$ cat config.mk
export PLATFORM = sky130hd
export DESIGN_NAME = cmt_channel
export DESIGN_NICKNAME = d
export VERILOG_FILES = /design/src/rtl/cmt_pkg.sv /design/src/rtl/cmt_prescaler.sv /design/src/rtl/cmt_wr_xing.sv /design/src/rtl/cmt_counter.sv /design/src/rtl/cmt_channel.sv
export SDC_FILE = /design/constraint.sdc
export NUM_CORES = 1
export LEC_CHECK = 0
export BUFFER_PORTS_ARGS = -buffer_cell sky130_fd_sc_hd__buf_4
export CORE_MARGIN = 2
export CORE_UTILIZATION = 40
export CTS_BUF_LIST = sky130_fd_sc_hd__clkbuf_8
export DETAILED_ROUTE_END_ITERATION = 16
export GPL_TIMING_DRIVEN = 0
export PLACE_DENSITY = 0.55
export SLEW_MARGIN = 25
export SYNTH_ARGS = -nofsm -noshare
export SYNTH_HDL_FRONTEND = slang
export SYNTH_SLANG_ARGS = --single-unit
$ cat constraint.sdc
create_clock -name clk -period 3 [get_ports clk]
set_input_delay 0.15 -clock clk [delete_from_list [all_inputs] [get_ports clk]]
set_output_delay 0.15 -clock clk [all_outputs]
set_load 0.1 [all_outputs]
$ cat src/rtl/cmt_pkg.sv
`timescale 1ns/1ps
package cmt_pkg;
  localparam int PRE_W = 7;
  localparam int CSR_W = 16;

  localparam int B_CMF  = 15;
  localparam int B_OVF  = 14;
  localparam int B_BUSY = 13;
  localparam int B_MODE = 8;
  localparam int B_IE   = 7;

  localparam logic [1:0] REQ_DMA = 2'd1;
  localparam logic [1:0] REQ_IRQ = 2'd2;

  typedef struct packed {
    logic       mode;
    logic       ie;
    logic [1:0] rsel;
    logic [2:0] cks;
  } ctrl_t;

  // prescale mask: divisor minus one for the selected count clock
  function automatic logic [PRE_W-1:0] div_mask(input logic [2:0] cks);
    case (cks)
      3'd4:    div_mask = PRE_W'(7);
      3'd5:    div_mask = PRE_W'(31);
      3'd6:    div_mask = PRE_W'(127);
      default: div_mask = '0;
    endcase
  endfunction

  function automatic logic cks_on(input logic [2:0] cks);
    cks_on = cks[2];
  endfunction

  function automatic logic [CSR_W-1:0] pack_csr(input logic cmf, input logic ovf,
                                                input logic busy, input ctrl_t c);
    logic [CSR_W-1:0] r;
    r         = '0;
    r[B_CMF]  = cmf;
    r[B_OVF]  = ovf;
    r[B_BUSY] = busy;
    r[B_MODE] = c.mode;
    r[B_IE]   = c.ie;
    r[5:4]    = c.rsel;
    r[2:0]    = c.cks;
    return r;
  endfunction
endpackage

$ cat src/rtl/cmt_prescaler.sv
`timescale 1ns/1ps
module cmt_prescaler
  import cmt_pkg::*;
(
  input  logic       clk,
  input  logic       rst_n,
  input  logic       tick,
  input  logic [2:0] cks,
  output logic       step
);
  logic [PRE_W-1:0] pre_q;
  logic [PRE_W-1:0] mask;

  assign mask = div_mask(cks);
  assign step = tick && cks_on(cks) && ((pre_q & mask) == mask);

  always_ff @(posedge clk or negedge rst_n) begin
    if (!rst_n)    pre_q <= '0;
    else if (tick) pre_q <= pre_q + PRE_W'(1);
  end
endmodule

$ cat src/rtl/cmt_wr_xing.sv
`timescale 1ns/1ps
module cmt_wr_xing #(
  parameter int W     = 32,
  parameter int TICKS = 2
) (
  input  logic         clk,
  input  logic         rst_n,
  input  logic         tick,
  input  logic         wr,
  input  logic [W-1:0] wdata,
  output logic         busy,
  output logic         load,
  output logic [W-1:0] load_val
);
  localparam int SW = $clog2(TICKS + 1);

  logic [SW-1:0] seen_q;
  logic          busy_q;
  logic [W-1:0]  hold_q;

  assign busy     = busy_q;
  assign load_val = hold_q;
  assign load     = busy_q && tick && !wr && (seen_q == SW'(TICKS - 1));

  always_ff @(posedge clk or negedge rst_n) begin
    if (!rst_n) begin
      seen_q <= '0;
      busy_q <= 1'b0;
      hold_q <= '0;
    end else if (wr) begin
      hold_q <= wdata;
      busy_q <= 1'b1;
      seen_q <= '0;
    end else if (load) begin
      busy_q <= 1'b0;
      seen_q <= '0;
    end else if (busy_q && tick) begin
      seen_q <= seen_q + SW'(1);
    end
  end
endmodule

$ cat src/rtl/cmt_counter.sv
`timescale 1ns/1ps
module cmt_counter #(
  parameter int CNT_W = 32
) (
  input  logic             clk,
  input  logic             rst_n,
  input  logic             step,
  input  logic             load,
  input  logic [CNT_W-1:0] load_val,
  input  logic [CNT_W-1:0] cor,
  input  logic             periodic,
  output logic [CNT_W-1:0] cnt,
  output logic             match_ev,
  output logic             ovf_ev
);
  logic [CNT_W-1:0] cnt_q;
  logic             eq;

  assign cnt      = cnt_q;
  assign eq       = (cnt_q == cor);
  assign match_ev = step && !load && eq;
  assign ovf_ev   = step && !load && !eq && (cnt_q == '1);

  always_ff @(posedge clk or negedge rst_n) begin
    if (!rst_n)    cnt_q <= '0;
    else if (load) cnt_q <= load_val;
    else if (step) cnt_q <= (match_ev && periodic) ? '0 : cnt_q + CNT_W'(1);
  end
endmodule

$ cat src/rtl/cmt_channel.sv
`timescale 1ns/1ps
module cmt_channel
  import cmt_pkg::*;
#(
  parameter int CH_IDX     = 0,
  parameter int ADDR_W     = 8,
  parameter int CNT_W      = 32,
  parameter int SYNC_TICKS = 2
) (
  input  logic              clk,
  input  logic              rst_n,
  input  logic              ref_tick,
  input  logic              bus_we,
  input  logic [ADDR_W-1:0] bus_addr,
  input  logic [CNT_W-1:0]  bus_wdata,
  output logic [CNT_W-1:0]  bus_rdata,
  output logic              dma_req,
  output logic              irq
);
  localparam int               BASE_I = 16 + 16 * CH_IDX;
  localparam logic [ADDR_W-1:0] A_CSR = ADDR_W'(BASE_I);
  localparam logic [ADDR_W-1:0] A_CNT = ADDR_W'(BASE_I + 4);
  localparam logic [ADDR_W-1:0] A_COR = ADDR_W'(BASE_I + 8);

  ctrl_t            ctrl_q;
  logic             cmf_q, ovf_q, dma_q;
  logic [CNT_W-1:0] cor_q;
  logic             csr_wr, cnt_wr, cor_wr;
  logic             step_ev, load_ev, match_ev, ovf_ev, busy;
  logic [CNT_W-1:0] load_val, cnt_q;

  assign csr_wr = bus_we && (bus_addr == A_CSR);
  assign cnt_wr = bus_we && (bus_addr == A_CNT);
  assign cor_wr = bus_we && (bus_addr == A_COR);

  cmt_prescaler u_pre (
    .clk(clk), .rst_n(rst_n), .tick(ref_tick), .cks(ctrl_q.cks), .step(step_ev)
  );

  cmt_wr_xing #(.W(CNT_W), .TICKS(SYNC_TICKS)) u_xing (
    .clk(clk), .rst_n(rst_n), .tick(ref_tick), .wr(cnt_wr), .wdata(bus_wdata),
    .busy(busy), .load(load_ev), .load_val(load_val)
  );

  cmt_counter #(.CNT_W(CNT_W)) u_cnt (
    .clk(clk), .rst_n(rst_n), .step(step_ev), .load(load_ev), .load_val(load_val),
    .cor(cor_q), .periodic(ctrl_q.mode), .cnt(cnt_q), .match_ev(match_ev), .ovf_ev(ovf_ev)
  );

  always_ff @(posedge clk or negedge rst_n) begin
    if (!rst_n) begin
      ctrl_q <= '0;
      cmf_q  <= 1'b0;
      ovf_q  <= 1'b0;
      dma_q  <= 1'b0;
      cor_q  <= '1;
    end else begin
      dma_q <= match_ev && (ctrl_q.rsel == REQ_DMA);
      if (match_ev)                        cmf_q <= 1'b1;
      else if (csr_wr && !bus_wdata[B_CMF]) cmf_q <= 1'b0;
      if (ovf_ev)                          ovf_q <= 1'b1;
      else if (csr_wr && !bus_wdata[B_OVF]) ovf_q <= 1'b0;
      if (csr_wr) begin
        ctrl_q.mode <= bus_wdata[B_MODE];
        ctrl_q.ie   <= bus_wdata[B_IE];
        ctrl_q.rsel <= bus_wdata[5:4];
        ctrl_q.cks  <= bus_wdata[2:0];
      end
      if (cor_wr) cor_q <= bus_wdata;
    end
  end

  assign dma_req = dma_q;
  assign irq     = cmf_q && ctrl_q.ie && (ctrl_q.rsel == REQ_IRQ);

  always_comb begin
    case (bus_addr)
      A_CSR:   bus_rdata = CNT_W'(pack_csr(cmf_q, ovf_q, busy, ctrl_q));
      A_CNT:   bus_rdata = cnt_q;
      A_COR:   bus_rdata = cor_q;
      default: bus_rdata = '0;
    endcase
  end
endmodule

==> results.py, run 1 <==
metrics = {
    "synthesis": {
        "synth_top_area_share_pct": 32.1,
        "synthDistinctLibCells": 53,
        "async_flop_share_pct": 100,
        "synth_fp_nets": 673,
        "ys_warn_count": 0,
        "synth_xor_area_share_pct": 5.48,
        "synth.most_common_cell": "dfrtp_1",
        "yosys.area_share.simple_pct": 19.1,
        "ys_ff_latch": 116,
        "synth_area_mm2": 0.00655,
        "yosys-top-cells-count": "dfrtp_1 (84), mux2_2 (73), nor2_1 (46)",
        "synth_compound_area_share_pct": 10.8,
        "muxShareOfSynthArea_pct": 14.6,
        "synth_top_family_by_area": "simple AND/OR/NAND/NOR gates",
        "synth_ff_type": "dfrtp_1",
        "synth.area.top_cells": "dfrtp_1 (32%), dfstp_2 (13%), mux2_2 (13%)",
        "synth_largest_area_cell": "dfrtp_1",
        "syn_inst": 626,
        "synth_edf_count": 0,
        "synth.avg_cell_area_um2": 10.5,
        "synthAdderAreaFrac_pct": 0.573,
        "yosysSeqAreaShare_pct": 44.9,
    },
    "clock_tree": {
        "path_clk_slew_ns": 0.07,
        "cts_sinks": 116,
        "cts_buffers": 17,
        "clockBufferDepth": 2,
        "clk_latency_ns": 0.45,
        "cts_tree": "built",
        "htreeDepth": 4,
        "cts-root-buf": "clkbuf_8",
        "cts_resized": 0,
    },
    "worst_setup_path": {
        "worstSetupStartpointType": "flop",
        "r2r_slack_ns": 0.13,
        "critical_path_class": "reg -> reg",
        "arrival_ns": 3.24,
        "path_max_fanout": 10,
        "required_ns": 3.36,
        "cp-end-kind": "flop",
    },
    "die": {
        "ios": 78,
        "die_x_um": 132,
        "die_h_um": 132,
        "die_area_mm2": 0.0174,
        "initial_core_util_pct": 41.1,
        "core_area_mm2": 0.0159,
        "fp-row-count": 46,
    },
    "sta": {
        "tns_ns": 0,
        "finalCritPeriodShare_pct": 95.8,
        "finalHoldWorstSlack_ns": 0.0325,
        "rsz0062_at_grt": "false",
        "maxSlewViolCount": 0,
        "slew_headroom_pct": 34.4,
        "fin_skew_ns": 0.0114,
        "finalHoldViolCount": 0,
        "period_minus_slack_ns": 2.87,
        "setup_violations": 0,
        "max_freq_mhz": 348,
        "worst_slew_pin_slew_ns": 0.983,
    },
    "final_layout": {
        "drive_gt1_share_pct": 32.4,
        "nets": 803,
        "area_growth_syn_to_layout_pct": 25.4,
    },
    "route": {
        "ant_nets": 0,
        "wirelength_um": 21800,
        "wl_per_cell_um": 22.2,
        "first_pass_iters": 6,
        "via_count": 5662,
        "viasPerCell": 5.74,
        "route.detailed.drc": 0,
        "drtIter0Drc": 465,
    },
    "power": {
        "power_uw": 4000,
        "vdd_drop_max_v": 0.000316,
        "power_density_mw_per_mm2": 487,
        "leakage_uw": 0.00362,
    },
    "place": {
        "port_buffers": 76,
        "dp_hpwl_um": 15600,
        "gp_congestion": 0.873,
    },
    "run": {
        "maxCapViolCount": 0,
    },
    "global_route": {
        "grt.total_usage_pct": 25.6,
        "antenna_found_initial": 1,
        "overflow": 0,
        "grt_pass1_vias": 5826,
        "grt_max_degree": 69,
        "grt_pass1_wl_um": 33700,
    },
    "run_status": {
        "status": "complete, no violations",
    },
    "worst_hold_path": {
        "hold_path.class": "in -> reg",
    },
}
[layout make-up]
class | instances | area, um2
clock inverter | 11 | 160
multi-input combinational | 447 | 3310
fill | 1475 | 7730
inverter | 8 | 30.0
timing repair buffer | 111 | 942
clock buffer | 21 | 289
sequential | 116 | 2940
tap | 216 | 270
antenna | 1 | 2.50
buffer | 55 | 264
[per-stage QoR]
| step | instances | cell area (um2) | utilization, % | worst slack [ns] |
|---|---|---|---|---|
| floorplan | 626 | 6550 | - | 0.729 |
| finish | 986 | 8210 | 51.5 | 0.125 |
| CTS | 985 | 8210 | 51.5 | 0.178 |
| detailed placement | 919 | 7420 | 46.5 | 0.132 |
| global route | 985 | 8210 | 51.5 | 0.0400 |
| global placement | 918 | 7390 | 46.3 | 0.172 |
[report_power, final]
| group | internal (uW) | total [uW] | switching [uW] |
|---|---|---|---|
| registers | 1710 | 1840 | 131 |
| clock network | 985 | 1640 | 660 |
| logic | 250 | 517 | 267 |
[flip-flops by register name, indices dropped and copies added (netlist names), 2 cells and up]
name	count
u_cnt.cnt	32
u_pre.pre_q	7
cor_q	32
ctrl_q	7
u_xing.seen_q	2
u_xing.load_val	32
[final timing paths]
| path | from | cells past startpoint | to |
|---|---|---|---|
| max in group asynchronous | rst_n | 3 | cor_q[28]$_DFFE_PN1P_ |
| worst max register to register | u_xing.seen_q[1]$_DFFE_PN0P_ | 8 | u_cnt.cnt[26]$_DFFE_PN0P_ |
| worst min register to register | u_pre.pre_q[6]$_DFFE_PN0P_ | 1 | u_pre.pre_q[6]$_DFFE_PN0P_ |
| worst min-delay path | ref_tick | 2 | u_pre.pre_q[0]$_DFFE_PN0P_ |
| worst max-delay path | u_xing.seen_q[1]$_DFFE_PN0P_ | 8 | u_cnt.cnt[26]$_DFFE_PN0P_ |
| min in group asynchronous | rst_n | 2 | u_xing.load_val[8]$_DFFE_PN0P_ |
[what timing repair did]
item | in CTS | in global routing
setup buffers | 0 | 0
hold buffers | 34 | 0
hold endpoints to repair | 123 | 0
[placed cells by master, fill, tap and decap left out, drive strengths merged, types with 10 or more instances in the layout]
cell	instances
a21oi	29
buf	112
nor2	46
nand3	38
dlygate4sd3	34
nand4	41
o21ai	11
clkbuf	41
a22oi	14
a22o	22
xnor2	39
nand2	28
mux2	75
inv	11
dfrtp	84
mux2i	11
nor4	10
or4	19
dfstp	32
[logic make-up (layout without fill, tap and decap cells)]
kind of cell / count (synthesis) / after routing
compound gates: 101 / 101
xor+xnor: 41 / 41
fa+ha+maj: 3 / 3
buf+inv: 63 / 206
flops: 116 / 116
mux: 86 / 86
other cells: 0 / 1
simple gates: 216 / 216
[worst max-delay path: stages, from the launching register on]
cell,delay (ns)
dfrtp_1,0.39
inv_1,0.06
ha_1,0.24
and4_1,0.27
clkbuf_1,0.52
buf_2,0.42
clkbuf_1,0.56
a22oi_1,0.19
o21ai_0,0.12
[metal layers]
metal | GRT usage (%) | routed length [um] | vias up
met4 | 9.72 | 508 | 0
met5 | 0 | 0 | -
met2 | 41.9 | 10400 | 186
met3 | 4.92 | 1130 | 36
met1 | 33.5 | 9850 | 2844
li1 | - | - | 2596
Note: power is estimated with default switching activity, not from simulation.
==> inputs of run 2 (changes only) <==
--- a/config.mk
+++ b/config.mk
@@ -11,7 +11,6 @@
 export CTS_BUF_LIST = sky130_fd_sc_hd__clkbuf_8
 export DETAILED_ROUTE_END_ITERATION = 16
 export GPL_TIMING_DRIVEN = 0
-export PLACE_DENSITY = 0.55
 export SLEW_MARGIN = 25
 export SYNTH_ARGS = -nofsm -noshare
 export SYNTH_HDL_FRONTEND = slang
==> run 2 against run 1 <==
  * Sequential cell count did not move
  * Wire length fell by 2.4%
  * Non-clock buffer count rose by 1
  * Die area did not move
  * Combinational power rose by 0.8%
  * First-iteration DRC count rose by 20%
  * Core utilization barely moved
  * Fmax rose by 3.8%
  * Count of clock-buffer cells in the layout fell by 4
  * Largest cell class unchanged
  * Largest power group unchanged
  * Highest routed layer unchanged
==> results.py, run 2 (synthesized netlist as in run 1, its figures left out) <==
metrics = {
    "die": {
        "die_h_um": 132,
        "fp-row-count": 46,
        "ios": 78,
        "die_x_um": 132,
        "core_area_mm2": 0.0159,
        "initial_core_util_pct": 41.1,
        "die_area_mm2": 0.0174,
    },
    "clock_tree": {
        "clockBufferDepth": 2,
        "cts-root-buf": "clkbuf_8",
        "clk_latency_ns": 0.47,
        "cts_sinks": 116,
        "htreeDepth": 4,
        "path_clk_slew_ns": 0.08,
        "postCtsSetupBuffers": 0,
        "cts_tree": "built",
        "cts_buffers": 17,
    },
    "route": {
        "drtIter0Drc": 560,
        "wirelength_um": 21300,
        "route.detailed.drc": 0,
        "ant_nets": 0,
        "viasPerCell": 5.79,
        "via_count": 5712,
        "first_pass_iters": 5,
        "wl_per_cell_um": 21.6,
    },
    "worst_setup_path": {
        "reg2regPathDepth": 8,
        "path_cells": "buf_6 -> xnor2_1 -> nand4_1 -> nor4_1 -> nand3_1 -> clkbuf_1 -> nand4_1 -> nand3_1",
        "crit_path_top_delay_cell": "nor4_1",
        "cp_num_buf_inv": 2,
        "worstSetupStartpointType": "flop",
        "r2r_end": "u_cnt.cnt[6]$_DFFE_PN0P_",
        "reg2reg_from": "u_cnt.cnt[16]$_DFFE_PN0P_",
        "arrival_ns": 3.11,
        "crit_cells": 8,
        "cpLargestDelayFamily": "simple AND/OR/NAND/NOR gates",
        "cp-end-kind": "flop",
        "required_ns": 3.35,
        "critical_path_class": "reg -> reg",
        "path_max_fanout": 10,
        "slowest_delay_ns": 0.49,
        "startpoint": "u_cnt.cnt[16]$_DFFE_PN0P_",
        "crit_end": "u_cnt.cnt[6]$_DFFE_PN0P_",
        "r2r_slack_ns": 0.23,
    },
    "final_layout": {
        "area_growth_syn_to_layout_pct": 25.3,
        "postLayoutCoreUtil_pct": 51.5,
        "drive_gt1_share_pct": 32.1,
        "final_cell_mix": "dfrtp_1 (84), buf_4 (80), mux2_2 (73)",
        "nets": 804,
        "layout_commonest_cell": "dfrtp_1",
        "diodes": 0,
    },
    "sta": {
        "finalHoldViolCount": 0,
        "period_minus_slack_ns": 2.77,
        "worst_slew_pin_slew_ns": 0.985,
        "slew_headroom_pct": 34.3,
        "rsz0062_at_grt": "false",
        "maxSlewViolCount": 0,
        "tns_ns": 0,
        "setup_violations": 0,
        "fin_skew_ns": 0.0148,
        "max_freq_mhz": 361,
        "finalCritPeriodShare_pct": 92.3,
    },
    "global_route": {
        "grt_max_degree": 72,
        "grt.total_usage_pct": 25.4,
        "overflow": 0,
        "grt_pass1_vias": 5690,
        "grt_pass1_wl_um": 33400,
        "antenna_found_initial": 0,
    },
    "power": {
        "leakage_uw": 0.00363,
        "internal_power_uw": 2930,
        "power_frac_seq_pct": 46.0,
        "power_density_mw_per_mm2": 487,
        "swShare_pct": 26.8,
        "comb_power_share_pct": 13.0,
        "clkPwrFrac_pct": 41.0,
        "vdd_drop_max_v": 0.000330,
        "switching_power_uw": 1070,
    },
    "place": {
        "gp_congestion": 0.933,
        "dp_hpwl_um": 15200,
        "port_buffers": 76,
    },
    "run_status": {
        "status": "complete, no violations",
    },
    "worst_hold_path": {
        "hold_path.class": "in -> async",
    },
    "run": {
        "maxCapViolCount": 0,
    },
}
run 2: worst register-to-register path: stages (launching register included):
cell and delay [ns]:
dfrtp_1 0.37, buf_6 0.13, xnor2_1 0.36, nand4_1 0.19
nor4_1 0.49, nand3_1 0.40, clkbuf_1 0.42, nand4_1 0.22
nand3_1 0.08
run 2: repair_timing:
action                                  4_1_cts  5_1_grt
gates resized for setup                       0        2
endpoints found under the setup margin        0        8
hold buffers                                 35        0
hold endpoints to repair                    121        0
run 2: worst min-delay path by stage:
stage | from | to | slack (ns) | cells past startpoint
floorplan | rst_n | cmf_q$_DFFE_PN0P_ | -0.15 | 0
global placement | bus_we | u_xing.seen_q[0]$_DFFE_PN0P_ | 0.38 | 2
detailed placement | rst_n | u_xing.load_val[14]$_DFFE_PN0P_ | 0.11 | 1
CTS | rst_n | u_xing.load_val[14]$_DFFE_PN0P_ | 0.17 | 2
global route | rst_n | u_xing.load_val[14]$_DFFE_PN0P_ | 0.21 | 2
finish | rst_n | u_xing.load_val[14]$_DFFE_PN0P_ | 0.16 | 2
run 2: per-stage QoR:
step,total power [uW],area (um2),setup WS [ns],std cells,hold slack (ns)
2_1_floorplan,2130,6550,0.729,626,-0.146
3_3_place_gp,2310,7390,0.131,918,0.379
3_5_place_dp,2350,7420,0.0906,919,0.111
4_1_cts,4020,8210,0.129,986,0.174
5_1_grt,4170,8210,0.0972,986,0.212
6_report,4000,8210,0.231,986,0.164
run 2: per-layer routing:
| metal | up-vias | GRT usage, % | share of wire, % |
|---|---|---|---|
| met5 | - | 0 | 0 |
| met4 | 0 | 9.84 | 2.3 |
| met3 | 42 | 5.84 | 6.8 |
| met2 | 209 | 40.6 | 47 |
| met1 | 2866 | 33.6 | 44 |
| li1 | 2595 | - | - |
run 2: cell type report:
type | count | area [um2]
Fill cell | 1499 | 7740
Clock buffer | 17 | 234
Timing Repair Buffer | 112 | 952
Buffer | 55 | 265
Tap cell | 216 | 270
Inverter | 8 | 30.0
Multi-Input combinational cell | 447 | 3310
Sequential cell | 116 | 2940
Clock inverter | 15 | 201
run 2: power by group through the flow:
stage | Sequential [uW] | Combinational [uW] | Clock (uW)
floorplan | 1820 | 305 | 0
global placement | 1850 | 463 | 0
detailed placement | 1860 | 488 | 0
CTS | 1830 | 527 | 1660
global route | 1860 | 582 | 1730
finish | 1840 | 521 | 1640
==> inputs of run 3 (changes only) <==
--- a/config.mk
+++ b/config.mk
@@ -6,11 +6,15 @@
 export NUM_CORES = 1
 export LEC_CHECK = 0
 export BUFFER_PORTS_ARGS = -buffer_cell sky130_fd_sc_hd__buf_4
+export CELL_PAD_IN_SITES_DETAIL_PLACEMENT = 0
+export CELL_PAD_IN_SITES_GLOBAL_PLACEMENT = 1
+export CORE_ASPECT_RATIO = 0.7
 export CORE_MARGIN = 2
 export CORE_UTILIZATION = 40
 export CTS_BUF_LIST = sky130_fd_sc_hd__clkbuf_8
 export DETAILED_ROUTE_END_ITERATION = 16
 export GPL_TIMING_DRIVEN = 0
+export PLACE_DENSITY_LB_ADDON = 0.1
 export SLEW_MARGIN = 25
 export SYNTH_ARGS = -nofsm -noshare
 export SYNTH_HDL_FRONTEND = slang
==> run 3 against run 2 <==
  * Global-route usage increased by 1.3 points
  * Critical path type is now in -> out
  * Highest routed layer is now met5
  * Power decreased by 5.3%
  * Count of clock-buffer cells in the layout increased by 2
  * Largest power group unchanged
==> results.py, run 3 (synthesized netlist as in run 1, its figures left out) <==
metrics = {
    "global_route": {
        "grt_pass1_vias": 5521,
        "grt_pass1_wl_um": 34100,
        "grt.total_usage_pct": 26.7,
        "grt_max_degree": 68,
        "overflow": 0,
        "antenna_found_initial": 1,
    },
    "final_layout": {
        "area_growth_syn_to_layout_pct": 24.7,
        "layout_commonest_cell": "dfrtp_1",
        "final_cells": 994,
        "final_cell_mix": "dfrtp_1 (84), buf_4 (80), mux2_2 (73)",
        "postLayoutCoreUtil_pct": 50.5,
        "drive_gt1_share_pct": 32.9,
        "diodes": 0,
        "nets": 803,
    },
    "clock_tree": {
        "postCtsSetupBuffers": 0,
        "cts-root-buf": "clkbuf_8",
        "cts_buffers": 17,
        "clk_latency_ns": 0.46,
        "cts_tree": "built",
        "path_clk_slew_ns": 0.08,
        "clockBufferDepth": 2,
        "cts_sinks": 116,
        "htreeDepth": 4,
    },
    "worst_setup_path": {
        "critPathMostFrequentCell": "buf_4",
        "crit_path_top_delay_cell": "clkbuf_1",
        "path_max_fanout": 10,
        "worstSetupStartpointType": "primary input",
        "cp_num_buf_inv": 3,
        "required_ns": 2.85,
        "cp-end-kind": "output pin",
        "slowest_delay_ns": 0.65,
        "arrival_ns": 2.62,
        "cpLargestDelayFamily": "simple AND/OR/NAND/NOR gates",
        "path_cells": "buf_4 -> nor4_4 -> nand3b_1 -> nor2b_1 -> clkbuf_1 -> a22o_1 -> buf_4",
        "critical_path_class": "in -> out",
    },
    "place": {
        "port_buffers": 76,
        "dp_hpwl_um": 16000,
        "post-place-cells": 928,
        "gp_congestion": 0.888,
    },
    "die": {
        "initial_core_util_pct": 40.5,
        "die_area_mm2": 0.0174,
        "fp-row-count": 39,
        "die_h_um": 111,
        "die_x_um": 157,
        "ios": 78,
        "core_area_mm2": 0.0162,
    },
    "sta": {
        "finalCritPeriodShare_pct": 92.4,
        "fin_skew_ns": 0.0153,
        "maxSlewViolCount": 0,
        "setup_violations": 0,
        "period_minus_slack_ns": 2.77,
        "worst_slew_pin_slew_ns": 0.944,
        "finalHoldViolCount": 0,
        "slew_headroom_pct": 36.5,
        "rsz0062_at_grt": "false",
        "max_freq_mhz": 361,
        "tns_ns": 0,
    },
    "route": {
        "drtIter0Drc": 428,
        "via_count": 5664,
        "route.detailed.drc": 0,
        "wl_per_cell_um": 22.2,
        "wirelength_um": 22100,
        "first_pass_iters": 5,
        "ant_nets": 0,
        "viasPerCell": 5.70,
    },
    "power": {
        "leakage_uw": 0.00358,
        "power_density_mw_per_mm2": 464,
        "vdd_drop_max_v": 0.000303,
    },
    "run": {
        "maxCapViolCount": 0,
    },
    "run_status": {
        "status": "complete, no violations",
    },
    "worst_hold_path": {
        "hold_path.class": "in -> reg",
    },
}
## run 3: metal layers
metal	up-vias	GRT usage [%]	wire length (um)
met5	-	0	13
met4	2	8.07	461
met3	40	5.67	1410
met2	201	37.9	9370
met1	2827	40.6	10800
li1	2594	-	-
## run 3: worst register-to-register path: stages, from the launching register on
cell and delay [ns]:
dfrtp_1 0.45, xnor2_1 0.40, nand4_1 0.27, or4_4 0.58, nor3_2 0.19, buf_4 0.23
buf_6 0.21, a21oi_1 0.06, a221o_1 0.26
## run 3: final timing paths
| check | slack, ns | to | depth (start not counted) | start |
|---|---|---|---|---|
| setup reg to reg | 0.23 | u_cnt.cnt[29]$_DFFE_PN0P_ | 8 | u_cnt.cnt[25]$_DFFE_PN0P_ |
| min in group asynchronous | 0.18 | u_pre.pre_q[2]$_DFFE_PN0P_ | 2 | rst_n |
| hold reg to reg | 0.48 | u_pre.pre_q[6]$_DFFE_PN0P_ | 1 | u_pre.pre_q[6]$_DFFE_PN0P_ |
| max in group asynchronous | 2.08 | cor_q[17]$_DFFE_PN1P_ | 3 | rst_n |
| setup / recovery | 0.23 | bus_rdata[3] | 7 | bus_addr[1] |
| hold / removal | 0.05 | u_pre.pre_q[0]$_DFFE_PN0P_ | 2 | ref_tick |
## run 3: final cells by class
type                       instances  area, um2
fill                            1494       7990
tap                              225        282
clock buffer                      19        262
sequential                       116       2940
buffer                            55        265
inverter                           8       30.0
multi-input combinational        447       3310
clock inverter                    13        125
timing repair buffer             111        946
## run 3: what timing repair did
| action | 4_1_cts | 5_1_grt |
|---|---|---|
| hold buffers | 34 | 0 |
| endpoints found under the hold margin | 130 | 0 |
| setup endpoints to repair | 0 | 7 |
| gates resized for setup | 0 | 2 |
## run 3: per-stage QoR
stage                     cell area (um2)  power (uW)  setup WS [ns]  hold WS, ns
after floorplan                      6550        2130          0.729       -0.146
after global placement               7400        2330         0.0754        0.371
after detailed placement             7430        2350         0.0386       0.0809
after CTS                            8160        3820         0.0833       0.0235
after global routing                 8160        3970          0.151       0.0477
final                                8160        3790          0.229       0.0478
## run 3: power by group
| group | internal (uW) | switching, uW | total [uW] | leakage (uW) |
|---|---|---|---|---|
| sequential | 1710 | 129 | 1830 | 0.00137 |
| clock | 704 | 725 | 1430 | 0.000181 |
| combinational | 251 | 271 | 522 | 0.00202 |
